--- config.mk ---
export PLATFORM = sky130hd
export DESIGN_NAME = chanctl_regs
export DESIGN_NICKNAME = d
export VERILOG_FILES = /design/src/rtl/chanctl_pkg.sv /design/src/rtl/chanctl_status.sv /design/src/rtl/chanctl_cmdptr.sv /design/src/rtl/chanctl_sel_bank.sv /design/src/rtl/chanctl_regs.sv
export SDC_FILE = /design/constraint.sdc
export NUM_CORES = 1
export LEC_CHECK = 0
export BUFFER_PORTS_ARGS = -buffer_cell sky130_fd_sc_hd__buf_2
export CORE_ASPECT_RATIO = 0.5
export CORE_MARGIN = 4
export CORE_UTILIZATION = 35
export DETAILED_ROUTE_END_ITERATION = 10
export SLEW_MARGIN = 25
export SYNTH_ARGS = -nofsm -noshare
export SYNTH_HDL_FRONTEND = slang
export SYNTH_HIERARCHICAL = 1
export SYNTH_SLANG_ARGS = --single-unit
--- constraint.sdc ---
create_clock -name clk -period 3.3 [get_ports clk]
set_input_delay 0.165 -clock clk [delete_from_list [all_inputs] [get_ports clk]]
set_output_delay 0.165 -clock clk [all_outputs]
set_load 0.005 [all_outputs]
--- src/rtl/chanctl_pkg.sv ---
package chanctl_pkg;
  localparam int ST_W    = 16;
  localparam int DEV_W   = 4;
  localparam int B_RUN   = 15;
  localparam int B_PAUSE = 14;
  localparam int B_FLUSH = 13;
  localparam int B_WAKE  = 12;
  localparam int B_DEAD  = 11;
  localparam int B_ACT   = 10;
  localparam int B_BT    = 8;

  typedef logic [ST_W-1:0] st_t;

  // bits software may drive through the control word
  localparam st_t SW_WRITABLE = st_t'((1 << B_RUN) | (1 << B_PAUSE) | (1 << B_FLUSH) |
                                      (1 << B_WAKE) | ((1 << DEV_W) - 1));

  // word addresses of the register map
  localparam int RA_CTRL = 0;
  localparam int RA_STAT = 1;
  localparam int RA_PTR  = 2;
  localparam int RA_ISEL = 3;
  localparam int RA_BSEL = 4;
  localparam int RA_WSEL = 5;

  function automatic st_t merge_masked(st_t old_v, st_t mask, st_t val);
    return (val & mask) | (old_v & ~mask);
  endfunction

  // control-word merge followed by the run/pause/stop side effects
  function automatic st_t apply_ctrl(st_t old_v, st_t mask, st_t val);
    st_t n;
    n = merge_masked(old_v, mask, val & SW_WRITABLE);
    if (n[B_RUN] && !n[B_PAUSE] && !n[B_DEAD]) n[B_ACT] = 1'b1;
    if (n[B_PAUSE]) n[B_ACT] = 1'b0;
    if (old_v[B_RUN] && !n[B_RUN]) begin
      n[B_ACT]  = 1'b0;
      n[B_DEAD] = 1'b0;
    end
    return n;
  endfunction

  function automatic logic cond_hit(logic [DEV_W-1:0] dev, logic [DEV_W-1:0] m,
                                    logic [DEV_W-1:0] v);
    return ((dev ^ v) & m) == '0;
  endfunction
endpackage

--- src/rtl/chanctl_status.sv ---
module chanctl_status
  import chanctl_pkg::*;
(
  input  logic clk,
  input  logic rst_n,
  input  logic ctrl_we,
  input  st_t  ctrl_mask,
  input  st_t  ctrl_val,
  input  logic seq_upd,
  input  st_t  seq_mask,
  input  st_t  seq_val,
  output st_t  status,
  output logic start
);
  st_t  status_q;
  st_t  bus_next;
  st_t  final_next;
  logic start_q;

  always_comb begin
    bus_next   = ctrl_we ? apply_ctrl(status_q, ctrl_mask, ctrl_val) : status_q;
    final_next = seq_upd ? merge_masked(bus_next, seq_mask, seq_val) : bus_next;
  end

  always_ff @(posedge clk) begin
    if (!rst_n) begin
      status_q <= '0;
      start_q  <= 1'b0;
    end else begin
      status_q <= final_next;
      start_q  <= ctrl_we && final_next[B_ACT];
    end
  end

  assign status = status_q;
  assign start  = start_q;
endmodule

--- src/rtl/chanctl_cmdptr.sv ---
module chanctl_cmdptr #(
  parameter int PTR_W      = 32,
  parameter int ALIGN_BITS = 4
) (
  input  logic             clk,
  input  logic             rst_n,
  input  logic             wr_req,
  input  logic             busy,
  input  logic [PTR_W-1:0] wdata,
  output logic             wr_ok,
  output logic [PTR_W-1:0] ptr,
  output logic             fetch
);
  localparam logic [PTR_W-1:0] ALIGN_MASK = ~((PTR_W'(1) << ALIGN_BITS) - PTR_W'(1));

  logic [PTR_W-1:0] ptr_q;
  logic             fetch_q;

  assign wr_ok = wr_req && !busy;

  always_ff @(posedge clk) begin
    if (!rst_n) begin
      ptr_q   <= '0;
      fetch_q <= 1'b0;
    end else begin
      fetch_q <= wr_ok;
      if (wr_ok) ptr_q <= wdata & ALIGN_MASK;
    end
  end

  assign ptr   = ptr_q;
  assign fetch = fetch_q;
endmodule

--- src/rtl/chanctl_sel_bank.sv ---
module chanctl_sel_bank
  import chanctl_pkg::*;
#(
  parameter int NSEL     = 3,
  parameter int DATA_W   = 32,
  parameter int MASK_LSB = 16
) (
  input  logic                         clk,
  input  logic                         rst_n,
  input  logic [NSEL-1:0]              we,
  input  logic [DATA_W-1:0]            wdata,
  input  logic [DEV_W-1:0]             devstat,
  output logic [NSEL-1:0][DATA_W-1:0]  rd_word,
  output logic [NSEL-1:0]              hit
);
  for (genvar g = 0; g < NSEL; g++) begin : g_sel
    logic [DEV_W-1:0] m_q;
    logic [DEV_W-1:0] v_q;

    always_ff @(posedge clk) begin
      if (!rst_n) begin
        m_q <= '0;
        v_q <= '0;
      end else if (we[g]) begin
        m_q <= wdata[MASK_LSB +: DEV_W];
        v_q <= wdata[0 +: DEV_W];
      end
    end

    always_comb begin
      rd_word[g]                  = '0;
      rd_word[g][MASK_LSB +: DEV_W] = m_q;
      rd_word[g][0 +: DEV_W]        = v_q;
    end

    assign hit[g] = cond_hit(devstat, m_q, v_q);
  end
endmodule

--- src/rtl/chanctl_regs.sv ---
module chanctl_regs
  import chanctl_pkg::*;
#(
  parameter int ADDR_W     = 3,
  parameter int DATA_W     = 32,
  parameter int ALIGN_BITS = 4
) (
  input  logic              clk,
  input  logic              rst_n,
  input  logic              bus_we_i,
  input  logic [ADDR_W-1:0] bus_addr_i,
  input  logic [DATA_W-1:0] bus_wdata_i,
  output logic [DATA_W-1:0] bus_rdata_o,
  input  logic              seq_upd_i,
  input  logic [ST_W-1:0]   seq_mask_i,
  input  logic [ST_W-1:0]   seq_val_i,
  output logic [ST_W-1:0]   status_o,
  output logic [DATA_W-1:0] cmdptr_o,
  output logic              start_o,
  output logic              fetch_o,
  output logic              int_hit_o,
  output logic              br_hit_o,
  output logic              wait_hit_o
);
  localparam int NSEL     = 3;
  localparam int MASK_LSB = DATA_W / 2;

  // named internal events
  logic                        ctrl_wr;
  logic                        ptr_wr_req;
  logic                        ptr_wr_ok;
  logic                        chan_busy;
  logic [NSEL-1:0]             sel_we;
  logic [NSEL-1:0][DATA_W-1:0] sel_rd;
  logic [NSEL-1:0]             sel_hit;
  st_t                         status;

  assign ctrl_wr    = bus_we_i && (bus_addr_i == ADDR_W'(RA_CTRL));
  assign ptr_wr_req = bus_we_i && (bus_addr_i == ADDR_W'(RA_PTR));
  assign sel_we[0]  = bus_we_i && (bus_addr_i == ADDR_W'(RA_ISEL));
  assign sel_we[1]  = bus_we_i && (bus_addr_i == ADDR_W'(RA_BSEL));
  assign sel_we[2]  = bus_we_i && (bus_addr_i == ADDR_W'(RA_WSEL));
  assign chan_busy  = status[B_RUN] || status[B_ACT];

  chanctl_status i_status (
    .clk       (clk),
    .rst_n     (rst_n),
    .ctrl_we   (ctrl_wr),
    .ctrl_mask (bus_wdata_i[MASK_LSB +: ST_W]),
    .ctrl_val  (bus_wdata_i[0 +: ST_W]),
    .seq_upd   (seq_upd_i),
    .seq_mask  (seq_mask_i),
    .seq_val   (seq_val_i),
    .status    (status),
    .start     (start_o)
  );

  chanctl_cmdptr #(
    .PTR_W      (DATA_W),
    .ALIGN_BITS (ALIGN_BITS)
  ) i_cmdptr (
    .clk    (clk),
    .rst_n  (rst_n),
    .wr_req (ptr_wr_req),
    .busy   (chan_busy),
    .wdata  (bus_wdata_i),
    .wr_ok  (ptr_wr_ok),
    .ptr    (cmdptr_o),
    .fetch  (fetch_o)
  );

  chanctl_sel_bank #(
    .NSEL     (NSEL),
    .DATA_W   (DATA_W),
    .MASK_LSB (MASK_LSB)
  ) i_sel (
    .clk     (clk),
    .rst_n   (rst_n),
    .we      (sel_we),
    .wdata   (bus_wdata_i),
    .devstat (status[DEV_W-1:0]),
    .rd_word (sel_rd),
    .hit     (sel_hit)
  );

  always_comb begin
    bus_rdata_o = '0;
    case (int'(bus_addr_i))
      RA_CTRL, RA_STAT: bus_rdata_o[0 +: ST_W] = status;
      RA_PTR:           bus_rdata_o = cmdptr_o;
      RA_ISEL:          bus_rdata_o = sel_rd[0];
      RA_BSEL:          bus_rdata_o = sel_rd[1];
      RA_WSEL:          bus_rdata_o = sel_rd[2];
      default:          bus_rdata_o = '0;
    endcase
  end

  assign status_o   = status;
  assign int_hit_o  = sel_hit[0];
  assign br_hit_o   = sel_hit[1];
  assign wait_hit_o = sel_hit[2];
endmodule

After elaboration in Yosys (flattened, before gate mapping)
Cells that the tools add are included.
- logic and storage cells: 56
- ROM bits: 0
- memory bits (writable): 0
- memories kept: 0
- latch bits: 0
- register bits: 70
- output and inout port bits: 85
- multiply operators: 0
- divide/modulo/power cells: 0
- $add $sub $neg: 0
- reductions and logical operators: 20
- bitwise logic cells: 14
- shifts and indexed selects: 0
- order comparisons: 0
- eq/ne operators: 5
- multiplexer cells: 7
- operators with widths (kind ; number):
    $pmux 16 s5 ; 1
    $and 16x16->16 ; 4
    $pmux 16 s4 ; 1
    $mux 16 ; 2
    $not 16->16 ; 2
    $or 16x16->16 ; 2
    $and 4x4->4 ; 3
    $logic_not 4->1 ; 3
    $xor 4x4->4 ; 3
    $logic_and 1x1->1 ; 10
    $eq 3x2->1 const B ; 2
    $eq 3x3->1 const B ; 2
    $logic_not 1->1 ; 4
    $eq 3x1->1 const B ; 1
    $logic_not 3->1 ; 1
    $mux 1 ; 2
    $mux 2 ; 1
    $reduce_or 2->1 ; 1
    $logic_or 1x1->1 ; 1

Logic depth before layout (Yosys ltp)
- depth in word-level cells: 14
- gate-level depth with buffers: 9

Modules after synthesis
The synthesis kept the hierarchy.
- modules (own cells, without submodules) (module ; cells an instance ; instances ; area each (um^2)):
    chanctl_sel_bank ; 168 ; 1 ; 1614.0
    chanctl_regs ; 206 ; 1 ; 1564.0
    chanctl_cmdptr ; 130 ; 1 ; 1234.9
    chanctl_status ; 121 ; 1 ; 982.2

Least setup slack after synthesis
Ideal clock, no wire load.
- path kind: input-to-reg
- from: input bus_addr_i[0]
- to: register i_status.status_q[10], in the netlist i_status/status[10]
- data arrival time: 1.548 ns
- required time: 3.172 ns
- cell stages on the path: 8
- path slack: 1.624 ns
- cell sequence: buf_6 > buf_2 > nand2b_1 > nor3_1 > buf_6 > inv_2 > a31oi_1 > o32ai_2
- cells in the longest elaborated chain, start to end: 6
- RTL lines (what ; RTL line ; source):
    start, declared ; chanctl_regs.sv:11 ; input logic [ADDR_W-1:0] bus_addr_i,
    $logic_not 3->1 (*) ; chanctl_regs.sv:38 ; assign ctrl_wr = bus_we_i && (bus_addr_i == ADDR_W'(RA_CTRL));
    $logic_and 1x1->1 (*) ; chanctl_regs.sv:38 ;
    via ctrl_wr ; chanctl_regs.sv:29 ; logic ctrl_wr;
    $mux 16 (*) ; chanctl_status.sv:21 ; bus_next = ctrl_we ? apply_ctrl(status_q, ctrl_mask, ctrl_val) : status_q;
    $and 16x16->16 ; chanctl_pkg.sv:27 ; return (val & mask) | (old_v & ~mask);
    $or 16x16->16 ; chanctl_pkg.sv:27 ;
    $mux 16 (*) ; chanctl_status.sv:22 ; final_next = seq_upd ? merge_masked(bus_next, seq_mask, seq_val) : bus_next;
    end signal, assigned ; chanctl_status.sv:30 ; status_q <= final_next;
    end, declared ; chanctl_status.sv:15 ; st_t status_q;
The timed path passes the listed nets; every way through them passes the cells marked *.
A chain may end at the register's enable or synchronous reset.

Worst setup path in the final report
- from: input bus_addr_i[2]
- to: output bus_rdata_o[3]
- cells in the longest elaborated chain, start to end: 3
- RTL lines (what ; RTL line ; source):
    $eq 3x1->1 or $logic_not 3->1 (tied branches) ; chanctl_regs.sv:88 ; case (int'(bus_addr_i))
    $reduce_or 2->1 ; chanctl_regs.sv:88 ;
    $pmux 16 s5 (*) ; chanctl_regs.sv:88 ;
    end, declared ; chanctl_regs.sv:13 ; output logic [DATA_W-1:0] bus_rdata_o,
Mark *: on every way between the ends. The rest lies on a longest branch, timed or not.

==> reports/results.tsv <==
stage	metric	value	unit
run_status	status	finished, final reports clean	
cts	Post-CTS Setup Bufs	0	
timing	post-route worst setup slack	1.22	ns
timing	TNS Setup	0	ns
setup_path	Worst Setup End Kind	output port	
timing	period utilization	0.630	
global_routing	largest net degree at the start of global routing	58	
place	RD Place Congestion	0.831	
setup_path	crit path max-delay cell type	ha_1	
power_and_ir_drop	PD cells	384	nW/um^2
route	number of detailed-route iterations in the first pass	4	
power_and_ir_drop	Pleak	2.69	nW
setup_path	crit path launch	bus_addr_i[2]	
route	Residual DRC	0	
route	Routed Antenna Nets	0	
layout	diode count	0	
setup_path	Critical Path Fanout Max	38	
setup_path	CP max stage delay	0.72	ns
cts	root buf cell	clkbuf_16	
cts	Inserted Clock Buffers	9	
setup_path	worst setup path class	in2out	
die	die area	17600	um^2
flow_run	max-cap violation count	0	
place	Place WS	1.21	ns
route	Detailed Route Iter0 Violations	197	
layout	Final Net Count	820	
global_routing	initial antenna violation count	1	
layout	fillers	1527	
layout	final instance area	6140	um^2
route	Vias/cell	4.76	
timing	Fin. Hold Viols	0	
die	std cell rows	31	
place	Buffers on Ports	151	
yosys	Cells after Synth	625	
route	routed vias	4520	
setup_path	FF-to-FF Start	i_status/status[10]	
timing	Rel. slew slack	0.430	
global_routing	aggregate global routing overflow	0	
yosys	async set-reset flop share out of synthesis	0	
global_routing	GRT Resource Usage Total	0.170	
layout	Area Overhead vs Synth	13.8	%
timing	Min Hold Slack	0.0739	ns
die	Die Wd	184	um
global_routing	vias in the first global route	4361	
timing	final worst clock skew	0.00656	ns
die	Die Ht	95.8	um
global_routing	first-pass GRT wire length	23.4	mm
yosys	mapped cell area	5400	um^2
timing	Fmax achieved	0.481	GHz
layout	share of layout cells above drive strength 1	0.286	
cts	worst skew pair latency	0.33	ns
timing	Min Clock Period, post-route	2.08	ns
setup_path	Setup crit start kind	input pin	
route	Total Wirelength	15.3	mm
timing	Least-Margin Pin Slew	0.855	ns
setup_path	Top delay family on crit path	adder cells	
timing	Finish-stage setup viols	0	
setup_path	crit path cell chain	buf_2 -> inv_1 -> ha_1 -> a22oi_1 -> a31oi_1 -> buf_2	
place	DP Wirelength	11.7	mm
yosys	Mean Syn Cell Area	8.63	um^2
yosys	register area share after synthesis	0.260	
power_and_ir_drop	maximum VDD drop	0.217	mV
cts	Clock Path Buffers	2	
min_path	Hold Path Class	in2reg	
cts	Resized cells post-CTS	0	
die	core area	14800	um^2
setup_path	most frequent CP cell	buf_2	
yosys	FF+latch count, synth	70	
yosys	yosys warns	6	
yosys	ys flop type	dfxtp_1	
cts	clock sinks	70	
route	Routed wire per std cell	16.1	um
yosys	number of synthesized flops with an enable pin	0	
timing	unrepaired setup endpoints after global routing	no	
cts	Post-CTS Hold Buffers	0	
place	DP Area	5810	um^2
die	Initial Util	0.365	
timing	Slew Limit Fails	0	
setup_path	CP bufs+invs	3	
setup_path	CP arrival	1.91	ns
min_path	HP Start	bus_wdata_i[5]	
setup_path	Crit path required time	3.13	ns
cts	CTS tree	done	
cts	H-tree depth	3	
cts	Worst-path clk slew	0.06	ns
die	Ports	156	
yosys	Yosys cell types	49	
stage by stage:
stage / util / power, mW / instances
final: 0.415 / 2.35 / 950
after global routing: 0.415 / 2.46 / 950
after CTS: 0.415 / 2.37 / 950
after detailed placement: 0.393 / 1.31 / 934
after global placement: 0.393 / 1.31 / 934
after floorplan: - / 1.24 / 699
final timing paths:
check / endpoint / slack [ns] / cells after the start
worst max-delay path: bus_rdata_o[3] / 1.22 / 6
worst min-delay path: i_cmdptr/ptr[5] / 0.07 / 3
worst max register to register: i_cmdptr/ptr[10] / 1.58 / 4
worst min register to register: i_cmdptr/ptr[22] / 0.48 / 2
tightest hold or removal path, stage by stage:
cell     delay, ns
buf_2         0.09
nand2_1       0.05
mux2i_1       0.05
logic make-up (layout without fill, tap and decap cells):
family | count (synthesis) | count (layout) | share of synthesized area
compound gates | 92 | 92 | 0.152
xor+xnor | 12 | 12 | 0.0195
fa+ha+maj | 2 | 2 | 0.00464
buf+inv | 131 | 184 | 0.183
flops | 70 | 70 | 0.260
mux | 86 | 86 | 0.160
other cells | 2 | 76 | 0.00139
simple gates | 230 | 230 | 0.220
routing by layer:
metal | vias to the layer above | part of all wire | track usage
li1 | 2263 | - | -
met1 | 2144 | 0.47 | 0.227
met2 | 89 | 0.47 | 0.278
met3 | 22 | 0.045 | 0.0381
met4 | 2 | 0.017 | 0.0483
met5 | - | 0.00046 | 0
cells in the mapped netlist (2+ instances only):
library cell,count,share of area
a22oi_2,10,0.023
a21o_1,14,0.019
buf_6,13,0.027
conb_1,2,0.0014
and3b_1,3,0.0049
mux2i_1,85,0.16
dfxtp_1,70,0.26
a311oi_2,6,0.017
clkbuf_1,8,0.0056
inv_2,2,0.0014
o22a_1,15,0.024
a22oi_1,6,0.0083
buf_12,4,0.015
buf_4,83,0.12
xor2_1,12,0.019
nand3b_1,32,0.045
nand2_1,96,0.067
nor2_1,27,0.019
inv_1,4,0.0028
ha_1,2,0.0046
nor2b_4,2,0.0051
nor2b_1,27,0.031
nand3_2,6,0.011
nand2b_1,3,0.0035
nand3_1,29,0.027
a21oi_1,7,0.0065
a31oi_1,16,0.019
buf_2,15,0.014
a22o_1,3,0.0049
a221oi_2,3,0.0083
a211oi_2,2,0.0046
power breakdown:
part,total (mW),switching [mW],leakage [nW],internal (mW)
clock network,1.06,0.376,0.156,0.684
registers,0.902,0.0316,0.568,0.871
logic,0.393,0.225,1.97,0.168
layout make-up:
cell class                      count  area (um^2)  area share
Tap cell                          198          248      0.0404
Clock buffer                       11          243      0.0396
Timing Repair Buffer              162          851       0.139
Clock inverter                      5         81.3      0.0133
Inverter                            6         22.5     0.00367
Sequential cell                    70         1400       0.228
Multi-Input combinational cell    498         3290       0.536
placed cells by master (no fill, tap or decap), types with 2 or more instances in the layout:
| master | n |
|---|---|
| a211oi_2 | 2 |
| a21o_1 | 14 |
| a21oi_1 | 7 |
| a221oi_2 | 3 |
| a22o_1 | 3 |
| a22oi_1 | 6 |
| a22oi_2 | 10 |
| a311oi_2 | 6 |
| a31oi_1 | 16 |
| and3b_1 | 3 |
| buf_2 | 151 |
| buf_4 | 10 |
| bufinv_16 | 2 |
| clkbuf_16 | 9 |
| conb_1 | 76 |
| dfxtp_1 | 70 |
| ha_1 | 2 |
| inv_1 | 4 |
| inv_2 | 2 |
| mux2i_1 | 85 |
| nand2_1 | 96 |
| nand2b_1 | 3 |
| nand3_1 | 29 |
| nand3_2 | 6 |
| nand3b_1 | 32 |
| nor2_1 | 27 |
| nor2b_1 | 27 |
| nor2b_4 | 2 |
| o22a_1 | 15 |
| xor2_1 | 12 |
registers in the layout, summed over array words and instances, names as in the netlist:
register,count
i_cmdptr/ptr,28
i_sel/g_sel.v_q,12
i_sel/g_sel.m_q,12
i_cmdptr/fetch,1
i_status/start,1
i_status/status,16
(Power assumes the default switching activity.)
